==> src/rtl/sat_shl_pkg.sv <==
package sat_shl_pkg;
   localparam int unsigned DEF_DATA_W = 32;
   localparam int unsigned DEF_CNT_W  = 6;

   typedef enum logic [0:0] {
      MASK_BY_SHIFT   = 1'b0,
      MASK_BY_COMPARE = 1'b1
   } mask_impl_e;
endpackage

==> src/rtl/sat_shl_mask.sv <==
module sat_shl_mask
   import sat_shl_pkg::*;
#(
   parameter int unsigned DATA_W    = DEF_DATA_W,
   parameter int unsigned CNT_W     = DEF_CNT_W,
   parameter mask_impl_e  MASK_IMPL = MASK_BY_COMPARE
) (
   input  logic [CNT_W-1:0]  cnt_i,
   output logic [DATA_W-1:0] keep_o
);
   // keep_o = all-ones logically shifted right by cnt_i
   localparam logic [DATA_W-1:0] ONES = '1;

   generate
      if (MASK_IMPL == MASK_BY_SHIFT) begin : g_shift
         assign keep_o = ONES >> cnt_i;
      end else begin : g_cmp
         for (genvar b = 0; b < DATA_W; b++) begin : g_bit
            // bit b survives while b + cnt < DATA_W
            assign keep_o[b] = ({1'b0, cnt_i} < (CNT_W+1)'(DATA_W - b))
                               && ((DATA_W - b) < (1 << (CNT_W+1)));
         end
      end
   endgenerate
endmodule

==> src/rtl/sat_shl_detect.sv <==
module sat_shl_detect #(
   parameter int unsigned DATA_W = 32
) (
   input  logic [DATA_W-1:0] src_i,
   input  logic [DATA_W-1:0] keep_i,
   output logic              ovf_o
);
   logic [DATA_W-1:0] top_sel;   // marks the upper count+1 bits
   logic              top_zero;
   logic              top_ones;

   assign top_sel  = {1'b1, ~keep_i[DATA_W-1:1]};
   assign top_zero = ((src_i & top_sel) == '0);
   assign top_ones = ((src_i | ~top_sel) == '1);
   assign ovf_o    = !(top_zero || top_ones);
endmodule

==> src/rtl/sat_shl_clamp.sv <==
module sat_shl_clamp #(
   parameter int unsigned DATA_W = 32,
   parameter int unsigned CNT_W  = 6
) (
   input  logic [DATA_W-1:0] src_i,
   input  logic [CNT_W-1:0]  cnt_i,
   input  logic              ovf_i,
   input  logic              exec_i,
   output logic [DATA_W-1:0] res_o,
   output logic              sat_o
);
   localparam logic [DATA_W-1:0] POS_LIM = {1'b0, {(DATA_W-1){1'b1}}};
   localparam logic [DATA_W-1:0] NEG_LIM = {1'b1, {(DATA_W-1){1'b0}}};

   logic [DATA_W-1:0] shifted;

   assign shifted = src_i << cnt_i;

   always_comb begin
      if (ovf_i) begin
         res_o = src_i[DATA_W-1] ? NEG_LIM : POS_LIM;
         sat_o = exec_i;
      end else begin
         res_o = shifted;
         sat_o = 1'b0;
      end
   end
endmodule

==> src/rtl/sat_shl_top.sv <==
module sat_shl_top
   import sat_shl_pkg::*;
#(
   parameter int unsigned DATA_W    = DEF_DATA_W,
   parameter int unsigned CNT_W     = DEF_CNT_W,
   parameter mask_impl_e  MASK_IMPL = MASK_BY_COMPARE
) (
   input  logic [31:0] src_i,
   input  logic [5:0]  shamt_i,
   input  logic        exec_i,
   output logic [31:0] result_o,
   output logic        sat_o
);
   localparam logic [DATA_W-1:0] POS_LIM = {1'b0, {(DATA_W-1){1'b1}}};
   localparam logic [DATA_W-1:0] NEG_LIM = {1'b1, {(DATA_W-1){1'b0}}};

   generate
      if (DATA_W != 32 || CNT_W != 6) begin : g_bad_cfg
         $error("sat_shl_top: port widths fixed at 32/6");
      end
      if ((1 << CNT_W) < DATA_W) begin : g_bad_cnt
         $error("sat_shl_top: count too narrow for data width");
      end
   endgenerate

   logic [DATA_W-1:0] keep;
   logic              ovf;

   sat_shl_mask #(
      .DATA_W   (DATA_W),
      .CNT_W    (CNT_W),
      .MASK_IMPL(MASK_IMPL)
   ) u_mask (
      .cnt_i (shamt_i),
      .keep_o(keep)
   );

   sat_shl_detect #(.DATA_W(DATA_W)) u_det (
      .src_i (src_i),
      .keep_i(keep),
      .ovf_o (ovf)
   );

   sat_shl_clamp #(.DATA_W(DATA_W), .CNT_W(CNT_W)) u_clamp (
      .src_i (src_i),
      .cnt_i (shamt_i),
      .ovf_i (ovf),
      .exec_i(exec_i),
      .res_o (result_o),
      .sat_o (sat_o)
   );

   always_comb begin

      flag_gate_chk: assert (!sat_o || exec_i);

      flag_raise_chk: assert (!(ovf && exec_i) || sat_o);

      no_overflow_chk: assert (ovf || !sat_o);

      pos_clamp_chk: assert (!(ovf && !src_i[DATA_W-1]) || result_o == POS_LIM);

      neg_clamp_chk: assert (!(ovf && src_i[DATA_W-1]) || result_o == NEG_LIM);

      zero_cnt_chk: assert (shamt_i != '0 || (result_o == src_i && !sat_o));

      zero_src_chk: assert (src_i != '0 || (result_o == '0 && !ovf));
   end
endmodule

==> config.mk <==
export PLATFORM = sky130hd
export DESIGN_NAME = sat_shl_top
export DESIGN_NICKNAME = d
export VERILOG_FILES = /design/src/rtl/sat_shl_pkg.sv /design/src/rtl/sat_shl_mask.sv /design/src/rtl/sat_shl_detect.sv /design/src/rtl/sat_shl_clamp.sv /design/src/rtl/sat_shl_top.sv
export SDC_FILE = /design/constraint.sdc
export NUM_CORES = 1
export LEC_CHECK = 0
export ABC_AREA = 0
export ABC_CLOCK_PERIOD_IN_PS = 3600
export BUFFER_PORTS_ARGS = -buffer_cell sky130_fd_sc_hd__buf_2
export CAP_MARGIN = 30
export CELL_PAD_IN_SITES_DETAIL_PLACEMENT = 0
export CELL_PAD_IN_SITES_GLOBAL_PLACEMENT = 1
export CORE_ASPECT_RATIO = 1.2
export CORE_MARGIN = 2
export CORE_UTILIZATION = 36
export DETAILED_ROUTE_END_ITERATION = 7
export PLACE_DENSITY_LB_ADDON = 0.1
export SLEW_MARGIN = 25
export SYNTH_ARGS = -nofsm -noshare
export SYNTH_HDL_FRONTEND = slang
export SYNTH_SLANG_ARGS = --single-unit
==> constraint.sdc <==
create_clock -name vclk -period 3.6
set_input_delay 0.72 -clock vclk [all_inputs]
set_output_delay 0.72 -clock vclk [all_outputs]
set_load 0.01 [all_outputs]
* After elaboration in Yosys (flattened, before gate mapping)
Index checks and enable logic that the tools add are counted.
** Operators by class
- Multipliers :: 0
- $lt $le $gt $ge :: 31
- Div/mod/pow operators :: 0
- Equal/unequal tests :: 1
- Reduce and logical (&&, ||, !) cells :: 2
- Bitwise gates (word level) :: 4
- Shift operators :: 1
- Add/sub/neg operators :: 0
- Multiplexer cells :: 3
** Operators by type and width (count)
- $lt 6x5->1 const B :: 16
- $mux 32 :: 2
- $lt 6x4->1 const B :: 8
- $and 32x32->32 :: 1
- $eq 32x32->1 const B :: 1
- $logic_not 32->1 :: 1
- $not 32->32 :: 1
- $or 32x32->32 :: 1
- $shl 32x6->32 :: 1
- $not 31->31 :: 1
- $lt 6x3->1 const B :: 4
- $lt 6x2->1 const B :: 2
- $lt 6x1->1 const B :: 1
- $logic_or 1x1->1 :: 1
- $mux 1 :: 1
** Word-level totals
- Memory bits (read-only) :: 0
- Memory bits (writable) :: 0
- Bits in registers :: 0
- Memories :: 0
- Bits in latches :: 0
- Bits of input ports :: 39

* Longest topological paths before layout
Gate-level depths: netlist of run 1.
- Depth in word-level cells :: 7
- Mapped depth :: 11
- Depth with buffers taken out :: 7

* Hierarchy
From an unflattened synthesis of run 1, not the netlist that was laid out.
** Second synthesis, totals
- Cell total of the unflattened synthesis :: 365
- Area, all modules :: 2965.3 µm²
** Modules (own cells, without submodules)
- sat_shl_clamp :: cells an instance 236, area an instance 2200.9 µm², times used 1, sequential area each 0.0 µm²
- sat_shl_detect :: cells an instance 71, area an instance 430.4 µm², times used 1, sequential area each 0.0 µm²
- sat_shl_mask :: cells an instance 58, area an instance 334.1 µm², times used 1, sequential area each 0.0 µm²

* Least setup slack after synthesis of run 1
Ideal clock, no wire load.
- Path type :: in2out
- From :: in shamt_i[3]
- To :: out result_o[5]
- Arrival time :: 2.976 ns
- Slack :: -0.096 ns
- Cell stages on the path :: 8
- Data required time :: 2.880 ns
- Path through :: buf_2 or2_4 o311ai_0 nand4_1 or4_1 nor4_4 o21ai_1 o31ai_1
** Between the ends
- Longest elaborated chain between the ends :: 7
- Elaborated cells between the ends (all ways) :: 40
** Ends and longest elaborated chain
- start, declared :: line sat_shl_top.sv:9 : input logic [5:0] shamt_i,
- $lt 6x5->1, or another cell as far along :: line sat_shl_mask.sv:20 : assign keep_o[b] = ({1'b0, cnt_i} < (CNT_W+1)'(DATA_W - b))
- $not 31->31 :: line sat_shl_detect.sv:12 : assign top_sel = {1'b1, ~keep_i[DATA_W-1:1]};
- $not 32->32 :: line sat_shl_detect.sv:14 : assign top_ones = ((src_i | ~top_sel) == '1);
- $or 32x32->32 :: line sat_shl_detect.sv:14
- $eq 32x32->1 :: line sat_shl_detect.sv:14
- $logic_or 1x1->1 :: line sat_shl_detect.sv:15 : assign ovf_o = !(top_zero || top_ones);
- $mux 32 (*) :: line sat_shl_clamp.sv:20 : if (ovf_i) begin
- end, declared :: line sat_shl_top.sv:11 : output logic [31:0] result_o,
Mark *: on every way between the ends. The rest lies on a longest branch, timed or not.

* Final worst setup path of run 1
- From :: in shamt_i[5]
- To :: out result_o[25]
The elaborated chain is that of the path after synthesis.

==> flow_metrics.env, run 1 <==
export IMPL_path_delay_family="simple AND/OR/NAND/NOR gates"
export IMPL_yosys_warnings=0
export IMPL_track_usage_pct=29.0
export IMPL_antenna_found_initial=0
export IMPL_power_density_nw_per_um2=134
export IMPL_synth_area_per_cell_um2=7.11
export IMPL_max_cap_viol_count=0
export IMPL_synth_xor_area_share_pct=0
export IMPL_cp_max_fo=10
export IMPL_nClkBuffers=0
export IMPL_synth_compound_area_share_pct=34.6
export IMPL_fin_ws_ns=-0.295
export IMPL_die_area_um2=8030
export IMPL_layout_nets=533
export IMPL_crit_path_start_kind="input port"
export IMPL_final_min_clock_period_ns=3.90
export IMPL_hold_class="input port to output port"
export IMPL_core_area_um2=7190
export IMPL_io_pins=72
export IMPL_wl_um=11500
export IMPL_dp_cells=573
export IMPL_period_share_pct=108
export IMPL_worst_pin_slew_ns=0.426
export IMPL_final_cells=582
export IMPL_power_total_mw=0.520
export IMPL_setup_viol=33
export IMPL_stdcell_area_um2=3880
export IMPL_criticalPathCategory="input port to output port"
export IMPL_cp_cell_sequence="buf_2, or4_4, a2bb2oi_2, or4_4, or4_4, nand3_4, clkbuf_16, o21ai_2, buf_2"
export IMPL_max_freq_mhz=257
export IMPL_first_global_vias=3550
export IMPL_dp_slack_ns=-0.367
export IMPL_grt_pass1_wl_um=18200
export IMPL_gr_total_overflow=0
export IMPL_place_area_um2=3610
export IMPL_synthMuxAreaShare_pct=33.3
export IMPL_syn2layout_area_growth_pct=47.1
export IMPL_detail_route_first_pass_iterations=5
export IMPL_io_buffer_count=72
export IMPL_worstPathRequired_ns=2.88
export IMPL_n_antenna_cell=0
export IMPL_drc_errors=0
export IMPL_ant_nets=0
export IMPL_synth_cell_type_count=64
export IMPL_place_hpwl_um=9000
export IMPL_grt_start_max_net_pins=28
export IMPL_synthCells=371
export IMPL_rsz0062_at_grt="true"
export IMPL_viasPerCell=6.12
export IMPL_syn_nets=410
export IMPL_seq_area_um2=0
export IMPL_synthSimpleGateAreaFrac_pct=20.9
export IMPL_critPathMaxStageDelay_ns=0.59
export IMPL_status="complete, but fails checks"
export IMPL_failed_checks="negative setup slack"
export IMPL_gp_congestion=0.924
export IMPL_ys_seq_area_share_pct=0
export IMPL_slew_headroom_pct=71.3
export IMPL_rows=34
export IMPL_initial_core_util_pct=36.7
export IMPL_fp_dieW_um=82.1
export IMPL_peakVddDrop_uv=77.6
export IMPL_hold_viol_final=0
export IMPL_drt_first_iter_violations=159
export IMPL_synth_adder_area_share_pct=1.90
export IMPL_critical_path_buf_inv_count=3
export IMPL_cp_common_cell="or4_4"
export IMPL_slowest_stage="or4_4"
export IMPL_seq_cell_count=0
export IMPL_die_y_um=97.8
export IMPL_leakage_nw=1.68
export IMPL_synthesis_area_um2=2640
export IMPL_arrival_ns=3.18
export IMPL_synth_top_family_by_area="compound AO/OA/AOI/OAI gates"
export IMPL_num_vias=3562
export IMPL_layout_drive_gt1_share_pct=47.6
export IMPL_finalMaxSlewViolations=0
export IMPL_avgRoutedWirePerCell_um=19.8
export IMPL_endpoint_kind="output port"
[what timing repair did]
action | 4_1_cts | 5_1_grt
setup endpoints to repair | 33 | 33
setup buffers | 2 | 4
cloned | 1 | 2
pin swaps | 2 | 9
hold buffers | 0 | 0
resized for setup | 15 | 23
[per-layer routing]
| layer | GRT usage (%) | wire length, um |
|---|---|---|
| met5 | 0 | 0 |
| met4 | 15.3 | 742 |
| met2 | 47.5 | 5630 |
| met3 | 0.832 | 500 |
| met1 | 38.1 | 4660 |
[cell usage in the layout, fill, tap and decap left out, types with 5 or more instances in the layout]
| master | n |
|---|---|
| a211oi_1 | 5 |
| a21oi_1 | 26 |
| buf_2 | 70 |
| buf_4 | 75 |
| buf_6 | 6 |
| inv_1 | 11 |
| maj3_1 | 5 |
| mux2_2 | 10 |
| mux2i_1 | 36 |
| mux4_2 | 18 |
| nand2_1 | 35 |
| nand3_1 | 5 |
| nor2_1 | 27 |
| nor3_1 | 6 |
| o21a_1 | 7 |
| o21ai_0 | 24 |
| o21ai_1 | 11 |
| o21ai_2 | 17 |
[synthesized netlist by cell type, types with 2 or more instances]
cell type / count / share of area [%]
a211oi_1: 5 / 1.4
a21oi_1: 27 / 5.1
a221oi_1: 3 / 1.0
a22oi_1: 3 / 0.85
a311o_1: 2 / 0.76
a31oi_1: 6 / 1.4
and2_1: 3 / 0.71
and3_1: 4 / 0.95
and4_1: 2 / 0.66
buf_1: 10 / 1.4
buf_2: 11 / 2.1
buf_6: 5 / 2.1
clkbuf_1: 12 / 1.7
inv_1: 12 / 1.7
maj3_1: 5 / 1.9
mux2_2: 10 / 4.3
mux2i_1: 36 / 14
mux4_2: 18 / 15
nand2_1: 35 / 5.0
nand2b_1: 2 / 0.47
nand3_1: 5 / 0.95
nand3b_1: 2 / 0.57
nand4_1: 2 / 0.47
nor2_1: 28 / 4.0
nor2b_1: 2 / 0.47
nor3_1: 6 / 1.1
o211ai_1: 2 / 0.57
o21a_1: 7 / 2.0
o21ai_0: 25 / 4.7
o21ai_1: 28 / 5.3
o221ai_1: 3 / 1.0
o22a_1: 4 / 1.3
o22ai_1: 5 / 1.2
o2bb2ai_1: 2 / 0.66
o31ai_1: 4 / 1.1
o32ai_1: 2 / 0.66
or3_1: 4 / 0.95
or4_4: 3 / 1.3
[power by group]
| group | total (mW) | switching (mW) | internal [mW] |
|---|---|---|---|
| Sequential | 0 | 0 | 0 |
| Clock | 0 | 0 | 0 |
| Combinational | 0.520 | 0.279 | 0.241 |
| Total | 0.520 | 0.279 | 0.241 |
[final cells by class]
type	instances	area [um^2]
multi-input cells	319	2580
fillers	722	3310
inverters	14	52.6
repair buffers	159	1130
well taps	90	113
[metrics by stage]
step	hold slack, ns	TNS (ns)	util (%)
floorplan	1.59	-1.01	-
global placement	1.76	-9.40	50.3
detailed placement	1.76	-10.11	50.3
CTS	1.77	-8.83	51.6
global route	1.81	-10.34	54.0
finish	1.77	-8.38	54.0
[final timing paths]
check             slack [ns]  depth (start not counted)       start           end
setup / recovery       -0.30                          9  shamt_i[5]  result_o[25]
hold / removal          1.77                          3      exec_i         sat_o
[cells by family (layout without fill, tap and decap cells)]
| kind of cell | count (synthesis) | in the layout |
|---|---|---|
| compound gates | 143 | 143 |
| fa+ha+maj | 5 | 5 |
| buf+inv | 52 | 173 |
| mux | 64 | 64 |
| simple gates | 107 | 107 |
Power figures use the tool's default switching activity.
==> run 2, diff against run 1 <==
--- a/config.mk
+++ b/config.mk
@@ -15,7 +15,8 @@
 export CORE_MARGIN = 2
 export CORE_UTILIZATION = 36
 export DETAILED_ROUTE_END_ITERATION = 7
-export PLACE_DENSITY_LB_ADDON = 0.1
+export PLACE_DENSITY_LB_ADDON = 0.3
+export SETUP_SLACK_MARGIN = 0.1
 export SLEW_MARGIN = 25
 export SYNTH_ARGS = -nofsm -noshare
 export SYNTH_HDL_FRONTEND = slang
==> run 2 against run 1 <==
- the flow still finishes with violations (negative setup slack)
- sequential cell count unchanged
- first-iteration DRC count increased by 48%
- critical path depth stayed put
- core utilization rose by 1.5 points
- non-clock buffer count rose by 8
- die area did not move
- clock-buffer cell count unchanged
- critical endpoint is now result_o[17]
- design area rose by 2.8%
- via count down 0.65%
- largest cell class unchanged
- cell count increased by 1.4%
- global-route usage fell by 1.2 points
- routed wire length fell by 1.6%
==> flow_metrics.env, run 2 (same netlist as run 1, synthesis figures left out) <==
export IMPL_status="complete, but fails checks"
export IMPL_failed_checks="negative setup slack"
export IMPL_rows=34
export IMPL_leakage_nw=1.74
export IMPL_detail_route_first_pass_iterations=5
export IMPL_place_area_um2=3700
export IMPL_max_freq_mhz=260
export IMPL_track_usage_pct=27.8
export IMPL_avgRoutedWirePerCell_um=19.2
export IMPL_tns_ns=-7.00
export IMPL_initial_core_util_pct=36.7
export IMPL_power_density_nw_per_um2=135
export IMPL_final_min_clock_period_ns=3.85
export IMPL_final_core_util_pct=55.5
export IMPL_first_global_vias=3371
export IMPL_rsz0062_at_grt="true"
export IMPL_slowest_stage="or4_4"
export IMPL_cts_hold_buf=0
export IMPL_gp_congestion=0.991
export IMPL_peakVddDrop_uv=58.0
export IMPL_critPathMaxStageDelay_ns=0.57
export IMPL_cp_common_cell="or4_4"
export IMPL_antenna_found_initial=0
export IMPL_hold_viol_final=0
export IMPL_ant_nets=0
export IMPL_setup_viol=33
export IMPL_wl_um=11400
export IMPL_syn2layout_area_growth_pct=51.2
export IMPL_n_antenna_cell=0
export IMPL_seq_area_um2=0
export IMPL_worst_pin_slew_ns=0.481
export IMPL_die_y_um=97.8
export IMPL_io_pins=72
export IMPL_grt_start_max_net_pins=28
export IMPL_num_vias=3539
export IMPL_max_cap_viol_count=0
export IMPL_grt_pass1_wl_um=17600
export IMPL_endpoint_kind="output port"
export IMPL_use_met1_pct=36.6
export IMPL_fp_dieW_um=82.1
export IMPL_nClkBuffers=0
export IMPL_cp_cell_sequence="buf_8, or2_4, a221o_1, or4_4, or4_4, nand3_4, clkbuf_16, o21ai_2, buf_2"
export IMPL_drc_errors=0
export IMPL_arrival_ns=3.13
export IMPL_final_cell_mix="82 x buf_4, 69 x buf_2, 36 x mux2i_1, 34 x nand2_1"
export IMPL_cp_max_fo=10
export IMPL_die_area_um2=8030
export IMPL_period_share_pct=107
export IMPL_drt_first_iter_violations=236
export IMPL_layout_drive_gt1_share_pct=49.0
export IMPL_seq_cell_count=0
export IMPL_gr_total_overflow=0
export IMPL_slew_headroom_pct=67.7
export IMPL_final_common_cell="buf_4"
export IMPL_place_hpwl_um=9260
export IMPL_grtUsageMet2_pct=46.8
export IMPL_criticalPathCategory="input port to output port"
export IMPL_crit_path_start_kind="input port"
export IMPL_worstPathRequired_ns=2.88
export IMPL_stdcell_area_um2=3990
export IMPL_core_area_um2=7190
export IMPL_finalMaxSlewViolations=0
export IMPL_met3_usage_pct=1.02
export IMPL_grt_busiest_layer="met2"
export IMPL_layout_nets=541
export IMPL_viasPerCell=6.00
export IMPL_fin_ws_ns=-0.250
export IMPL_hold_class="input port to output port"
export IMPL_io_buffer_count=72
==> run 2: cell count changes in the layout (fill, tap and decap cells not counted), moves of 2 or more <==
cell	before	now
o21ai_2	17	21
buf_4	75	82
o21ai_1	11	8
buf_12	4	6
==> run 2: layer usage <==
layer	vias up	routed length, um
met5	-	0
met4	0	504
met3	31	599
met2	151	5690
met1	1657	4560
li1	1700	-
==> run 2: path summary, 6_finish.rpt <==
check                   from      endpoint  depth (start not counted)
setup / recovery  shamt_i[4]  result_o[17]                          9
hold / removal        exec_i         sat_o                          3
==> run 2: critical path, delay by kind of cell <==
kind | cells | cell delay (ns)
buffers and inverters | 3 | 0.43
and+or+nand+nor | 4 | 1.56
AOI/OAI and AO/OA | 2 | 0.41
==> run 2: timing repair <==
action / 4_1_cts / 5_1_grt
setup endpoints to repair: 33 / 33
pin swaps: 0 / 9
cloned: 0 / 3
setup buffers: 2 / 4
gates resized for setup: 12 / 25
==> run 2: final cells by class <==
type | instances | area (um^2)
multi-input combinational | 319 | 2580
timing repair buffer | 167 | 1240
fill | 755 | 3200
inverter | 14 | 56.3
tap | 90 | 113
==> run 2: through the flow <==
stage / hold slack [ns] / power (mW) / worst slack (ns) / std cells
2_1_floorplan: 1.59 / 0.293 / -0.0458 / 371
6_report: 1.80 / 0.539 / -0.250 / 590
3_5_place_dp: 1.81 / 0.501 / -0.328 / 581
4_1_cts: 1.81 / 0.511 / -0.254 / 583
3_3_place_gp: 1.80 / 0.499 / -0.359 / 581
5_1_grt: 1.82 / 0.581 / -0.341 / 590
==> run 2: report_power, final <==
group          internal, mW  switching, mW  total [mW]
sequential                0              0           0
combinational         0.256          0.282       0.539
clock                     0              0           0
